$ cat config.mk
export PLATFORM = sky130hd
export DESIGN_NAME = cam_core
export DESIGN_NICKNAME = d
export VERILOG_FILES = /design/src/rtl/cam_pkg.sv /design/src/rtl/cam_store.sv /design/src/rtl/cam_match.sv /design/src/rtl/cam_prio.sv /design/src/rtl/cam_core.sv
export SDC_FILE = /design/constraint.sdc
export NUM_CORES = 1
export LEC_CHECK = 0
export ABC_AREA = 1
export BUFFER_PORTS_ARGS = -buffer_cell sky130_fd_sc_hd__buf_4
export CAP_MARGIN = 20
export CELL_PAD_IN_SITES_DETAIL_PLACEMENT = 0
export CELL_PAD_IN_SITES_GLOBAL_PLACEMENT = 2
export CORE_ASPECT_RATIO = 0.9
export CORE_MARGIN = 2
export CORE_UTILIZATION = 29
export DETAILED_ROUTE_END_ITERATION = 8
export PLACE_DENSITY = 0.73
export SYNTH_ARGS = -nofsm -noshare
export SYNTH_HDL_FRONTEND = slang
export SYNTH_HIERARCHICAL = 1
export SYNTH_SLANG_ARGS = --single-unit
$ cat constraint.sdc
create_clock -name clk -period 3.34 [get_ports clk]
set_input_delay 0.334 -clock clk [delete_from_list [all_inputs] [get_ports clk]]
set_output_delay 0.334 -clock clk [all_outputs]
set_load 0.01 [all_outputs]
$ cat src/rtl/cam_pkg.sv
// Package: shared encodings for the lookup table.
// Assumes: the access port carries a two-bit op code.
package cam_pkg;
    typedef enum logic [1:0] {
        ACC_READ  = 2'd0,
        ACC_WRITE = 2'd1,
        ACC_INVAL = 2'd2,
        ACC_NOP   = 2'd3
    } acc_op_t;
endpackage

$ cat src/rtl/cam_store.sv
// Module: cam_store
// Holds the word array and the occupancy flags. Decodes the access address
// into per-entry strobes and registers read data.
// Assumes: one access per cycle; out-of-range addresses touch nothing.
module cam_store
    import cam_pkg::*;
#(
    parameter int ENTRIES = 8,
    parameter int WIDTH   = 16,
    localparam int AW = (ENTRIES > 1) ? $clog2(ENTRIES) : 1
) (
    input  logic                           clk,
    input  logic                           rst_n,
    input  logic                           acc_req,
    input  logic [1:0]                     acc_op,
    input  logic [AW-1:0]                  acc_addr,
    input  logic [WIDTH-1:0]               acc_wdata,
    output logic [ENTRIES-1:0][WIDTH-1:0]  words,
    output logic [ENTRIES-1:0]             occupied,
    output logic                           rd_ack,
    output logic [WIDTH-1:0]               rd_data,
    output logic                           rd_vld_bit
);
    logic [ENTRIES-1:0] wr_sel;
    logic [ENTRIES-1:0] inv_sel;
    logic               rd_go;

    assign rd_go = acc_req && (acc_op == ACC_READ);

    for (genvar i = 0; i < ENTRIES; i++) begin : g_entry
        // Address decoder: one strobe per entry and command.
        assign wr_sel[i]  = acc_req && (acc_op == ACC_WRITE) && (acc_addr == AW'(i));
        assign inv_sel[i] = acc_req && (acc_op == ACC_INVAL) && (acc_addr == AW'(i));

        // Word storage: load on write; contents are not reset.
        always_ff @(posedge clk) begin
            if (wr_sel[i]) words[i] <= acc_wdata;
        end

        // Occupancy flag: cleared by reset or invalidate, set by write.
        always_ff @(posedge clk) begin
            if (!rst_n)          occupied[i] <= 1'b0;
            else if (wr_sel[i])  occupied[i] <= 1'b1;
            else if (inv_sel[i]) occupied[i] <= 1'b0;
        end
    end

    // Read path: register the addressed word and flag with a strobe.
    always_ff @(posedge clk) begin
        if (!rst_n) begin
            rd_ack     <= 1'b0;
            rd_data    <= '0;
            rd_vld_bit <= 1'b0;
        end else begin
            rd_ack <= rd_go;
            if (rd_go && (int'(acc_addr) < ENTRIES)) begin
                rd_data    <= words[acc_addr];
                rd_vld_bit <= occupied[acc_addr];
            end else if (rd_go) begin
                rd_data    <= '0;
                rd_vld_bit <= 1'b0;
            end
        end
    end
endmodule

$ cat src/rtl/cam_match.sv
// Module: cam_match
// Compares the key against every entry at once and produces one hit line
// per entry.
// Assumes: an unoccupied entry never hits, whatever it holds.
module cam_match #(
    parameter int ENTRIES = 8,
    parameter int WIDTH   = 16
) (
    input  logic [ENTRIES-1:0][WIDTH-1:0] words,
    input  logic [ENTRIES-1:0]            occupied,
    input  logic [WIDTH-1:0]              key,
    output logic [ENTRIES-1:0]            hits
);
    for (genvar i = 0; i < ENTRIES; i++) begin : g_cmp
        // Full-width equality gated by occupancy.
        assign hits[i] = occupied[i] && (words[i] == key);
    end
endmodule

$ cat src/rtl/cam_prio.sv
// Module: cam_prio
// Priority encoder: the lowest set hit line wins. Reports its index and
// whether any hit line is set.
// Assumes: the index is zero when nothing hits.
module cam_prio #(
    parameter int ENTRIES = 8,
    localparam int AW = (ENTRIES > 1) ? $clog2(ENTRIES) : 1
) (
    input  logic [ENTRIES-1:0] hits,
    output logic               found,
    output logic [AW-1:0]      idx
);
    // Scan from the top down so the lowest hit is written last.
    always_comb begin
        idx = '0;
        for (int i = ENTRIES - 1; i >= 0; i--) begin
            if (hits[i]) idx = AW'(i);
        end
    end

    assign found = |hits;
endmodule

$ cat src/rtl/cam_core.sv
// Module: cam_core (top)
// Binary lookup table: addressed read/write/invalidate plus a parallel
// search with lowest-index priority. Search results are registered.
// Assumes: a search compares against the table before any same-cycle access.
module cam_core
    import cam_pkg::*;
#(
    parameter int ENTRIES = 8,
    parameter int WIDTH   = 16,
    localparam int AW = (ENTRIES > 1) ? $clog2(ENTRIES) : 1
) (
    input  logic             clk,
    input  logic             rst_n,
    input  logic             acc_req,
    input  logic [1:0]       acc_op,
    input  logic [AW-1:0]    acc_addr,
    input  logic [WIDTH-1:0] acc_wdata,
    input  logic             srch_req,
    input  logic [WIDTH-1:0] srch_key,
    output logic             rd_ack,
    output logic [WIDTH-1:0] rd_data,
    output logic             rd_vld_bit,
    output logic             srch_done,
    output logic             hit,
    output logic [AW-1:0]    hit_idx
);
    logic [ENTRIES-1:0][WIDTH-1:0] words;
    logic [ENTRIES-1:0]            occupied;
    logic [ENTRIES-1:0]            hits;
    logic                          found;
    logic [AW-1:0]                 win_idx;

    cam_store #(.ENTRIES(ENTRIES), .WIDTH(WIDTH)) u_store (
        .clk        (clk),
        .rst_n      (rst_n),
        .acc_req    (acc_req),
        .acc_op     (acc_op),
        .acc_addr   (acc_addr),
        .acc_wdata  (acc_wdata),
        .words      (words),
        .occupied   (occupied),
        .rd_ack     (rd_ack),
        .rd_data    (rd_data),
        .rd_vld_bit (rd_vld_bit)
    );

    cam_match #(.ENTRIES(ENTRIES), .WIDTH(WIDTH)) u_match (
        .words    (words),
        .occupied (occupied),
        .key      (srch_key),
        .hits     (hits)
    );

    cam_prio #(.ENTRIES(ENTRIES)) u_prio (
        .hits  (hits),
        .found (found),
        .idx   (win_idx)
    );

    // Search result register: capture on request, hold otherwise.
    always_ff @(posedge clk) begin
        if (!rst_n) begin
            srch_done <= 1'b0;
            hit       <= 1'b0;
            hit_idx   <= '0;
        end else begin
            srch_done <= srch_req;
            if (srch_req) begin
                hit     <= found;
                hit_idx <= found ? win_idx : '0;
            end
        end
    end
endmodule

==> results of run 1 <==
==> critical path, cell delays in order, from the launching register on <==
cell and delay, ns:
dfxtp_1 0.53, nand2_1 0.09, nor2_1 0.31, nand2_1 0.14
nor2_2 0.11, nand2_1 0.06, nor2_2 0.08, inv_1 0.08
nand4_1 0.12, inv_1 0.04, nand2_1 0.12, nand3_1 0.10
a21oi_1 0.12
==> worst max path at each step <==
stage | from | to | depth (start not counted) | slack (ns)
detailed placement | acc_addr[1] | u_store/words[6] | 5 | 1.00
global route | u_store/words[95] | hit_idx[0] | 15 | 1.21
floorplan | acc_addr[0] | u_store/words[112] | 7 | 1.72
global placement | acc_addr[1] | u_store/words[7] | 5 | 1.00
finish | u_store/occupied[1] | hit_idx[2] | 12 | 1.37
CTS | u_store/words[82] | hit_idx[0] | 12 | 1.38
==> cells by family after synthesis <==
| kind of cell | synth area share [%] |
|---|---|
| DFF | 51.5 |
| buffers and inverters | 8.49 |
| and+or+nand+nor | 31.7 |
| xor gates and xnor gates | 2.73 |
| AOI/OAI and AO/OA | 5.57 |
==> registers in the layout (all words and copies together), names as in the netlist <==
register and flops:
u_store/words 128, u_store/rd_data 16, u_store/occupied 8, hit_idx 3, hit 1, srch_done 1, u_store/rd_ack 1, u_store/rd_vld_bit 1
==> through the flow <==
step | total power, mW | instances | setup slack [ns] | hold WS [ns] | utilization, %
finish | 4.57 | 1573 | 1.37 | 0.0949 | 33.7
global route | 4.75 | 1573 | 1.21 | 0.0805 | 33.7
CTS | 4.61 | 1572 | 1.38 | 0.0763 | 33.6
detailed placement | 2.72 | 1540 | 1.00 | 0.476 | 31.8
global placement | 2.73 | 1540 | 1.00 | 0.481 | 31.8
floorplan | 2.51 | 1106 | 1.72 | 0.412 | -
==> power by group through the flow <==
stage	sequential [mW]	clock (mW)	combinational [mW]
global placement	2.24	0	0.490
detailed placement	2.24	0	0.488
floorplan	2.23	0	0.275
global route	2.19	2.02	0.536
CTS	2.19	1.93	0.490
finish	2.19	1.89	0.489
==> per-layer routing <==
layer,track usage (%),vias to the layer above,share of wire (%)
met5,0,-,0
met4,7.50,0,2.7
met3,3.53,33,5.5
met2,35.0,240,44
met1,32.6,3586,48
li1,-,3624,-
==> area by class of cell <==
| class | count | area [um2] | area share (%) |
|---|---|---|---|
| multi-input cells | 790 | 3470 | 34.7 |
| inverters | 113 | 424 | 4.24 |
| clock inverters | 15 | 125 | 1.25 |
| clock buffers | 17 | 425 | 4.25 |
| well taps | 403 | 504 | 5.04 |
| flip-flops and latches | 159 | 4460 | 44.7 |
| repair buffers | 76 | 588 | 5.88 |
==> cell usage in the layout (no fill, tap or decap), drive strengths merged <==
master / synthesis / layout
a31oi: 1 / 1
nor2: 85 / 85
inv: 112 / 120
a21oi: 35 / 35
buf: 38 / 75
clkinv: 1 / 4
clkbuf: 6 / 18
nor3: 11 / 11
clkinvlp: 0 / 4
o22ai: 13 / 13
or2: 1 / 1
nand3: 77 / 77
edfxtp: 128 / 128
nor4: 1 / 1
nand4: 1 / 1
nand2: 494 / 494
dfxtp: 31 / 31
xor2: 27 / 27
o21ai: 44 / 44
==> impl_metrics.json, run 1 <==
{
  "endpoint_kind": "flop",
  "ctsResizeCount": 0,
  "first_global_vias": 7224,
  "worstSetupPathType": "reg2reg",
  "min_to": "u_store/rd_ack",
  "io_pins": 64,
  "clockRootBuffer": "clkbuf_16",
  "leakage_nw": 4.44,
  "hold_path.class": "in2reg",
  "nNetsFinal": 1198,
  "drive_gt1_share_pct": 12.8,
  "grt_pass1_wl_um": 50000,
  "r2r-end": "hit_idx[2]",
  "rrSetupSlack_ns": 1.37,
  "finalInstanceArea_um2": 10000,
  "avgSynthCellArea_um2": 7.84,
  "seq_area_frac_synth_pct": 51.5,
  "worstPathRequired_ns": 3.71,
  "reg2reg_from": "u_store/occupied[1]",
  "max-clock-path-buffers": 2,
  "p_seq_share_pct": 47.9,
  "status": "complete, no violations",
  "viasPerCell": 4.76,
  "min_period_ns": 1.97,
  "n_fill_cell": 3131,
  "rsz0062_at_grt": "false",
  "dieWidth_um": 186,
  "syn_area_um2": 8670,
  "cap_viol_max_count": 0,
  "first_iter_violations": 826,
  "critPathMaxFanout": 4,
  "die_h_um": 168,
  "synth_cells": 1106,
  "powerDensity_nw_per_um2": 457,
  "yosysWarnings": 6,
  "cp.arrival_ns": 2.34,
  "relSlewSlack_pct": 30.5,
  "numPortBuffers": 63,
  "synth_ff_type": "edfxtp_1",
  "holdCritStartpoint": "acc_op[0]",
  "critPathLaunchType": "flop",
  "final.setup_skew_ns": 0.0125,
  "cts_tree": "done",
  "synth_top_area_cell": "edfxtp_1",
  "num_rows": 60,
  "vias": 7483,
  "area_delta_synth_final_pct": 15.4,
  "synth_nets": 1147,
  "clkPwrFrac_pct": 41.4,
  "synth_area_leaders": "edfxtp_1 44%, nand2_1 21%, dfxtp_1 7.2%",
  "wl_per_cell_um": 21.9,
  "worst_skew_pair.late_latency_ns": 0.44,
  "wl_um": 34400,
  "track_usage_pct": 22.8,
  "overflow": 0,
  "cts.sinks": 159,
  "antenna_left": 0,
  "synth_edf_count": 128,
  "ys_top_cells_by_count": "489 x nand2_1, 128 x edfxtp_1, 95 x inv_1, 77 x nand3_1, 70 x nor2_1",
  "netSwitchingFraction_pct": 28.1,
  "synth_cell_types": 28,
  "dr.pass1.iters": 5,
  "antenna_found_initial": 0,
  "finalSetupTns_ns": 0,
  "p_switching_mw": 1.29,
  "combPwrFrac_pct": 10.7,
  "clk_pin_slew_worst_paths_ns": 0.07,
  "hold_violations": 0,
  "synthArstFlopShare_pct": 0,
  "dpl.hpwl_um": 24600,
  "ys_ff_latch": 159,
  "yosysMostFrequentCell": "nand2_1",
  "drcViolationCount": 0,
  "start_util_pct": 29.2,
  "die_area_um2": 31300,
  "gp_congestion": 0.907,
  "setup_violations": 0,
  "fmax_mhz": 507,
  "synth_top_area_share_pct": 44.3,
  "cts_made_buffers": 17,
  "maxSlewViolCount": 0,
  "worst_pin_slew_ns": 1.04,
  "core_area_um2": 29700,
  "hold_depth": 2,
  "post_cts_buffers": 0,
  "reg2regPathDepth": 12,
  "grt_max_degree": 47,
  "cts_max_level": 4,
  "ir_worst_vdd_mv": 0.330,
  "dpl_cell_area_um2": 9420,
  "intPower_mw": 3.29,
  "hold_buffers": 0,
  "period_share_pct": 59.0,
  "diodes": 0
}
Power figures use the tool's default switching activity.
==> run 2: changes to the inputs <==
PLACE_DENSITY = 0.75   (was 0.73)
clock period = 1.6 ns   (was 3.34 ns; I/O delays follow)
==> run 2 against run 1 <==
The run now ends with setup timing left. Count of clock-buffer cells in the layout increased by 5. Critical endpoint is now hit_idx[0]. Clock power is 110% higher. First-iteration DRC count is 25% lower. Highest routed layer unchanged. Hold slack lost 0.018 ns. Critical path depth up 3. Clock skew down 0.0035 ns. Combinational power rose to 2.6 times the previous value. Register-to-register slack lost 1.6 ns. Sequential share of layout area shrank 6.4 points.
==> impl_metrics.json, run 2 (synthesis results as in run 1) <==
{
  "startpoint": "u_store/words[81]",
  "period_share_pct": 116,
  "worst_skew_pair.late_latency_ns": 0.44,
  "antenna_found_initial": 0,
  "violations": "setup timing",
  "setup_violations": 4,
  "rrSetupSlack_ns": -0.25,
  "track_usage_pct": 22.1,
  "whs_ns": 0.0768,
  "worstPathRequired_ns": 1.97,
  "wl_um": 33700,
  "numPortBuffers": 63,
  "die_h_um": 168,
  "io_pins": 64,
  "grt_max_degree": 35,
  "grt_pass1_wl_um": 49300,
  "dpl_cell_area_um2": 10600,
  "cts_max_level": 4,
  "cts.sinks": 159,
  "min_period_ns": 1.85,
  "dr.pass1.iters": 5,
  "clk_pin_slew_worst_paths_ns": 0.06,
  "final_core_util_pct": 39.3,
  "die_area_um2": 31300,
  "reg2reg_from": "u_store/words[81]",
  "max-clock-path-buffers": 2,
  "placed_cells": 1678,
  "overflow": 0,
  "final_common_cell": "nand2_1",
  "powerDensity_nw_per_um2": 844,
  "top_regs": "u_store/words (128), u_store/rd_data (16), u_store/occupied (8)",
  "critPathMaxFanout": 3,
  "power_mw": 9.84,
  "relSlewSlack_pct": 76.4,
  "setup_slack_ns": -0.251,
  "holdCritStartpoint": "rst_n",
  "hold_path.class": "in2reg",
  "fmax_mhz": 540,
  "largest_reg_flops": 128,
  "maxSlewViolCount": 0,
  "num_rows": 60,
  "cts_made_buffers": 17,
  "dpl.hpwl_um": 24700,
  "first_global_vias": 7714,
  "wl_per_cell_um": 19.3,
  "reg2regPathDepth": 15,
  "cts_tree": "done",
  "status": "finished with violations",
  "nNetsFinal": 1365,
  "clockRootBuffer": "clkbuf_16",
  "antenna_left": 0,
  "critPathLaunchType": "flop",
  "area_delta_synth_final_pct": 34.6,
  "hold_depth": 3,
  "cap_viol_max_count": 0,
  "core_area_um2": 29700,
  "viasPerCell": 4.63,
  "first_iter_violations": 616,
  "drive_gt1_share_pct": 25.8,
  "leakage_nw": 5.33,
  "endpoint_kind": "flop",
  "hold_violations": 0,
  "final.setup_skew_ns": 0.00900,
  "diodes": 0,
  "worstSetupPathType": "reg2reg",
  "final_cells": 1740,
  "dieWidth_um": 186,
  "ir_worst_vdd_mv": 0.689,
  "worst_pin_slew_ns": 0.352,
  "rsz0062_at_grt": "true",
  "final_cell_mix": "470 x nand2_1, 208 x buf_4, 128 x edfxtp_1, 93 x inv_1, 75 x nand3_1",
  "gp_congestion": 0.893,
  "largest-register": "u_store/words",
  "start_util_pct": 29.2,
  "vias": 8063,
  "finalInstanceArea_um2": 11700,
  "drcViolationCount": 0,
  "cp.arrival_ns": 2.22
}
[run 2: timing repair]
action / CTS / global route
endpoints found under the hold margin: 130 / 0
hold buffers: 19 / 0
setup endpoints to repair: 4 / 10
resized for setup: 13 / 45
setup buffers: 3 / 8
pin swaps: 9 / 29
[run 2: where the power goes]
group / switching (mW) / internal [mW]
logic: 0.766 / 0.496
registers: 0.0431 / 4.53
clock network: 1.78 / 2.22
[run 2: final timing paths]
| kind | endpoint |
|---|---|
| setup / recovery | hit_idx[0] |
| hold / removal | srch_done |
| setup reg to reg | hit_idx[0] |
| hold reg to reg | hit |
[run 2: per-layer routing]
metal | vias to the layer above | track usage [%] | wire length, um
met5 | - | 0 | 0
met4 | 0 | 5.89 | 631
met3 | 27 | 3.74 | 2190
met2 | 263 | 34.4 | 15200
met1 | 3820 | 31.7 | 15600
li1 | 3953 | - | -
[run 2: per-stage QoR]
stage	setup slack (ns)	setup TNS [ns]
after floorplan	0.116	0
after global placement	-0.498	-1.98
after detailed placement	-0.479	-1.89
after CTS	-0.215	-0.830
after global routing	-0.346	-1.24
final	-0.251	-0.835
[run 2: cell type report]
class                           count  area [um2]
Clock buffer                       22         497
Clock inverter                     10        71.3
Fill cell                        3123       18000
Inverter                          113         424
Multi-Input combinational cell    790        3650
Sequential cell                   159        4460
Tap cell                          403         504
Timing Repair Buffer              243        2050
[run 2: critical path, stage by stage, from the launching register on]
cell and delay (ns):
edfxtp_1 0.40, buf_4 0.12, inv_1 0.03, nand2_1 0.04, o21ai_0 0.08, nor2_1 0.24, nand3_2 0.15, nor2_2 0.13
inv_1 0.06, nand2_1 0.06, nand2_1 0.05, nand2_1 0.05, nand2_1 0.06, a21oi_2 0.12, nand3_1 0.08, a21oi_1 0.11
